$ cat src/rtl/opar_pkg.sv
package opar_pkg;

  typedef enum logic [1:0] {
    LVL_OFF  = 2'b00,
    LVL_MID  = 2'b01,
    LVL_HIGH = 2'b10,
    LVL_RSV  = 2'b11
  } lvl_e;

  typedef struct packed {
    logic active;      // parity function on
    logic tx_ctl_cov;  // transmit control bits covered
    logic rx_sts_part; // lower receive status bits covered
    logic rx_sts_all;  // every receive status bit covered
  } cover_t;

endpackage

$ cat src/rtl/opar_mode_dec.sv
module opar_mode_dec
  import opar_pkg::*;
(
  input  logic [1:0] par_level,
  input  logic       enc_on,
  input  logic       dec_on,
  output cover_t     cov
);

  lvl_e lvl;

  always_comb begin
    lvl = lvl_e'(par_level);
    cov = '0;
    unique case (lvl)
      LVL_MID: begin
        cov.active      = 1'b1;
        cov.tx_ctl_cov  = ~enc_on;
        cov.rx_sts_part = ~dec_on;
        cov.rx_sts_all  = 1'b0;
      end
      LVL_HIGH: begin
        cov.active      = 1'b1;
        cov.tx_ctl_cov  = 1'b1;
        cov.rx_sts_part = 1'b1;
        cov.rx_sts_all  = 1'b1;
      end
      default: cov = '0;
    endcase
  end

endmodule

$ cat src/rtl/opar_tx_check.sv
module opar_tx_check
  import opar_pkg::*;
#(
  parameter int DATA_W = 8,
  parameter int CTL_W  = 2
) (
  input  logic              clk,
  input  logic              rst,
  input  cover_t            cov,
  input  logic [DATA_W-1:0] data,
  input  logic [CTL_W-1:0]  ctl,
  input  logic              par,
  output logic              err
);

  logic [CTL_W-1:0] ctl_m;
  logic             ones_odd;

  always_comb begin
    ctl_m    = cov.tx_ctl_cov ? ctl : '0;
    ones_odd = ^{data, ctl_m, par};
  end

  always_ff @(posedge clk) begin
    if (rst) err <= 1'b0;
    else     err <= cov.active & ~ones_odd;
  end

endmodule

$ cat src/rtl/opar_rx_gen.sv
module opar_rx_gen
  import opar_pkg::*;
#(
  parameter int DATA_W    = 8,
  parameter int STS_W     = 3,
  parameter int STS_MID_W = 2
) (
  input  logic              clk,
  input  logic              rst,
  input  cover_t            cov,
  input  logic [DATA_W-1:0] data,
  input  logic [STS_W-1:0]  sts,
  output logic [DATA_W-1:0] data_q,
  output logic [STS_W-1:0]  sts_q,
  output logic              par_q,
  output logic              oe_q
);

  logic [STS_W-1:0] sts_mask;
  logic             par_d;

  for (genvar i = 0; i < STS_W; i++) begin : g_mask
    if (i < STS_MID_W) begin : g_part
      assign sts_mask[i] = cov.rx_sts_part | cov.rx_sts_all;
    end else begin : g_full
      assign sts_mask[i] = cov.rx_sts_all;
    end
  end

  always_comb begin
    par_d = cov.active & ~(^{data, sts & sts_mask});
  end

  always_ff @(posedge clk) begin
    if (rst) begin
      data_q <= '0;
      sts_q  <= '0;
      par_q  <= 1'b0;
      oe_q   <= 1'b0;
    end else begin
      data_q <= data;
      sts_q  <= sts;
      par_q  <= par_d;
      oe_q   <= cov.active;
    end
  end

endmodule

$ cat src/rtl/odd_parity_unit.sv
module odd_parity_unit
  import opar_pkg::*;
#(
  parameter int DATA_W    = 8,
  parameter int CTL_W     = 2,
  parameter int STS_W     = 3,
  parameter int STS_MID_W = 2
) (
  input  logic              clk,
  input  logic              rst,
  input  logic [1:0]        par_level,
  input  logic              enc_on,
  input  logic              dec_on,
  input  logic [DATA_W-1:0] tx_data,
  input  logic [CTL_W-1:0]  tx_ctl,
  input  logic              tx_par,
  input  logic [DATA_W-1:0] rx_data,
  input  logic [STS_W-1:0]  rx_sts,
  output logic              tx_par_err,
  output logic [DATA_W-1:0] rx_data_q,
  output logic [STS_W-1:0]  rx_sts_q,
  output logic              rx_par,
  output logic              rx_par_oe
);

  cover_t cov;

  opar_mode_dec u_dec (
    .par_level (par_level),
    .enc_on    (enc_on),
    .dec_on    (dec_on),
    .cov       (cov)
  );

  opar_tx_check #(.DATA_W(DATA_W), .CTL_W(CTL_W)) u_tx (
    .clk  (clk),
    .rst  (rst),
    .cov  (cov),
    .data (tx_data),
    .ctl  (tx_ctl),
    .par  (tx_par),
    .err  (tx_par_err)
  );

  opar_rx_gen #(.DATA_W(DATA_W), .STS_W(STS_W), .STS_MID_W(STS_MID_W)) u_rx (
    .clk    (clk),
    .rst    (rst),
    .cov    (cov),
    .data   (rx_data),
    .sts    (rx_sts),
    .data_q (rx_data_q),
    .sts_q  (rx_sts_q),
    .par_q  (rx_par),
    .oe_q   (rx_par_oe)
  );

endmodule

$ cat config.mk
export PLATFORM = sky130hd
export DESIGN_NAME = odd_parity_unit
export DESIGN_NICKNAME = d
export VERILOG_FILES = /design/src/rtl/opar_pkg.sv /design/src/rtl/opar_mode_dec.sv /design/src/rtl/opar_tx_check.sv /design/src/rtl/opar_rx_gen.sv /design/src/rtl/odd_parity_unit.sv
export SDC_FILE = /design/constraint.sdc
export NUM_CORES = 1
export LEC_CHECK = 0
export BUFFER_PORTS_ARGS = -buffer_cell sky130_fd_sc_hd__buf_4
export CAP_MARGIN = 20
export CORE_ASPECT_RATIO = 0.9
export CORE_UTILIZATION = 40
export CTS_CLUSTER_DIAMETER = 50
export DETAILED_ROUTE_END_ITERATION = 10
export PLACE_DENSITY = 0.77
export SYNTH_ARGS = -nofsm -noshare
export SYNTH_HDL_FRONTEND = slang
export SYNTH_SLANG_ARGS = --single-unit
$ cat constraint.sdc
create_clock -name clk -period 1.9 [get_ports clk]
set_input_delay 0.285 -clock clk [delete_from_list [all_inputs] [get_ports clk]]
set_output_delay 0.285 -clock clk [all_outputs]
set_load 0.02 [all_outputs]
# Yosys cells after proc, flatten, opt, wreduce, memory -nomap -nowiden
# Cells that the tools add are included.
# op_classes
eq_ne	2
reduce_logical	2
mux	2
bitwise_logic	8
# ops
cell	n
parity 11 bit	2
case mux 4 bit (2 select lines)	1
NOT 1 bit	4
AND 3 bit	1
AND 1 bit	2
== test 2 x 1 -> 1 bit (second input constant)	1
== test 2 bit (second input constant)	1
two-way mux 2 bit	1
OR 1 bit	1
# totals
output_inout_bits	14
word_cells	19
inputBits	28
reg_bits	14

# Logic depth before layout (Yosys ltp)
# logic_depth
depth_word	7
ltp_mapped	6
depth_no_buf	6

# By module
# A second synthesis with hierarchy kept.
# unflattened
hier_cells	62
hier_area_um2	668.1
# by_module_without_submodules
module	cells_per_inst	area_per_inst_um2	n_inst	seq_area_each_um2
opar_rx_gen	41	454.2	1	260.2
opar_tx_check	10	138.9	1	20.0
opar_mode_dec	11	75.1	1	0.0

# Worst setup path after synthesis
# No wires, ideal clock.
# synth_timing
path_kind	in2reg
from	in par_level[0]
to	reg u_rx.par_q
setup_ns	0.130
required_time_ns	1.770
path_buffers	0
slack_ns	0.407
arrival_time_ns	1.363
stages	6
path_cell_list	inv_1 -> ha_1 -> nor3b_1 -> o21ai_2 -> xnor3_1 -> nor3_2
# synth_via
elab_chain_cells	7
word_cells_on_any_way	8
classes_between	2 x eq/ne; 1 x mux; 4 x bitwise; 1 x reduce/logical
# synth_lines
item	line_no	text
from (decl)	odd_parity_unit.sv:11	input logic [1:0] par_level,
== test 2 bit or == test 2 x 1 -> 1 bit (tied branches)	opar_mode_dec.sv:15	unique case (lvl)
case mux 4 bit (2 select lines) (*)	opar_mode_dec.sv:15	
OR 1 bit	opar_rx_gen.sv:24	assign sts_mask[i] = cov.rx_sts_part | cov.rx_sts_all;
AND 3 bit	opar_rx_gen.sv:31	par_d = cov.active & ~(^{data, sts & sts_mask});
parity 11 bit	opar_rx_gen.sv:31	
NOT 1 bit	opar_rx_gen.sv:31	
AND 1 bit (*)	opar_rx_gen.sv:31	
to (signal assigned)	opar_rx_gen.sv:43	par_q <= par_d;
to (decl)	opar_rx_gen.sv:15	output logic par_q,
# Mark *: on every way between the ends. The rest lies on a longest branch, timed or not.
# A chain may end at the register's enable or synchronous reset.

# Worst setup path in the final report
# Ends and elaborated chain as after synthesis.

==> results.md <==
- Max Cap Viol: 0
- Tightest Pin Transition: around 280 ps
- First-pass GRT wire length: 1810 um
- CTS clk-pin slew, worst paths: around 80 ps
- M1 WL: around 470 um
- Cell count after placement: 117
- Placed Area: approximately 980 um^2
- Grt total ovfl: 0
- Initial drt markers: 4
- CTS tree: done
- GP Congestion: 0.684
- CTS H-tree lvls: 1
- Worst setup SP type: primary input
- PD cells: about 770 mW/mm^2
- Pins Over Slew Limit: 0
- Fillers: 130
- Most frequent cells in the layout: buf_4 (41), dfxtp_1 (14), nor2b_1 (10)
- Minimum clock period: 1390 ps
- Metal2 WL: 632 um
- DRC viols: 0
- # clock sinks: 14
- Met3 WL: approximately 88 um
- Post-Syn Nets: 85
- Finished Layout Cells: 121
- Period utilisation layout: about three quarters
- CP endpoint: u_rx.par_q
- Min-Delay Path Class: in2reg
- Clk buf depth: 2
- Synth unique cells: 16
- Core area: ~0.0015 mm^2
- Die area: ~0.0018 mm^2
- Routed wire length: around 1200 um
- Setup TNS: 0 ps
- WP data required: roughly 2100 ps
- Post-CTS Resized: 0
- Max Used Layer: met4
- Hold depth: 2
- Final instance area: 0.00101 mm^2
- Nets: 130
- Initial antenna violation count: 0
- Area growth syn-to-layout: 57.1%
- Commonest non-fill, non-tap cell in the layout: buf_4
- Die Wd: about 44 um
- Pin count of the biggest net entering global routing: 15
- Crit. Startpoint: par_level[0]
- Total CTS buffers: 3
- Finished Core Util: 68.4%
- Cell taking the most area after synthesis: dfxtp_1
- Synthesis-stage register bit count: 14
- RSZ-0062 raised after global routing: false
- Top Ports: 42
- Number of setup buffers added after CTS: 0
- Routed via count: 510
- Leak pwr: ~0.5 nW
- Total global-route track usage: ~16%
- Number of warnings issued by yosys: 0
- Endpoints failing setup: 0
- Crit Path Category: in2reg
- Gate Count Post-Synth: between 50 and 60
- Final hold vios: 0
- Hold_buf cts: 0
- CP max FO: 5
- Status: completed
- Proportion of netlist area held by the largest area contributor: 43.5%
- CP Capture Type: flip-flop
- Hold slack final: between 200 and 250 ps
- Vias per inst: 4.21
- Fmax: approximately 0.72 GHz
- Mapped cell area: 644 um^2
- Vert. Die Dim: 40.1 um
- Area contributors post-synth: dfxtp_1 (43%), xnor3_1 (14%), xnor2_1 (12%), nor2b_1 (9.7%), xor2_1 (4.1%)
- Share of layout cells above drive strength 1: around half
- Syn_area_per_cell: between 10 and 15 um^2
- DR WL/cell: just over 10 um
- # rows: 13
- Vias in the first global route: 434
- Port bufs: roughly 40
- Pre-Repair DR Iteration Count: 4
- CP arrival: roughly 1600 ps
- Routed Antenna Nets: 0
- VDD IR-drop max: 752 uV
- Clock root cell: clkbuf_4
- N_diodes: 0
- Max-Slew Margin vs Limit: approximately four fifths
- Initial core utilization: between 40% and 50%
- Post-synthesis sequential area ratio: between 40% and 50%
[cell type report]
class,count,area (um^2),share of cell area (%)
multi-input combinational,37,349,34.5
tap,22,27.5,2.72
clock buffer,4,36.3,3.58
sequential,14,280,27.7
timing repair buffer,41,308,30.4
inverter,3,11.3,1.11
[worst min-delay path by stage]
stage | startpoint | end
CTS | rx_sts[2] | u_rx.sts_q[2]
finish | rx_sts[2] | u_rx.sts_q[2]
detailed placement | rx_sts[2] | u_rx.sts_q[2]
global placement | rx_sts[2] | u_rx.sts_q[2]
floorplan | rst | u_rx.data_q[0]
global route | rx_sts[1] | u_rx.sts_q[1]
[flip-flops by register name, summed over array words and instances, names as in the netlist]
| register | cells |
|---|---|
| u_rx.data_q | 8 |
| u_rx.sts_q | 3 |
| u_rx.oe_q | 1 |
| u_rx.par_q | 1 |
| u_tx.err | 1 |
[layer usage]
layer  track usage [%]  up-vias
met5                 0        -
met4              15.9        0
met3              7.21        5
met2              28.7       21
met1              14.1      223
li1                  -      261
[worst max-delay path: stages]
cell and delay (ps):
buf_4 80, inv_1 30, ha_1 360, nor3b_1 300
o21ai_2 70, xnor3_1 370, nor3_2 110
[synth_stat cells (all sizes together)]
library cell  instances
dfxtp                14
nor2b                11
xnor2                 9
xnor3                 4
inv                   3
xor2                  3
ha                    2
nor3                  2
a211oi                1
buf                   1
nand2                 1
nand2b                1
nor2                  1
nor3b                 1
o21ai                 1
[kinds of logic after synthesis]
family | share of synthesized area (%)
buffers and inverters | 2.33
flip-flops | 43.5
AND/OR/NAND/NOR | 17.5
adder cells (fa/ha/maj) | 3.88
AO/OA/AOI/OAI | 2.52
XOR/XNOR | 30.3
[metrics by stage]
stage	total power (W)	worst slack (ps)
finish	0.000777	509
global route	0.000815	454
CTS	0.000787	528
detailed placement	0.000570	223
global placement	0.000564	272
floorplan	0.000476	407
[where the power goes]
part	switching (W)	internal, W	leakage [nW]
clock	0.0000989	0.000117	0.0210
combinational	0.0000930	0.000148	0.361
sequential	0.00000528	0.000315	0.116
total	0.000197	0.000579	0.499
No activity file was read; power rests on OpenSTA's default activity.
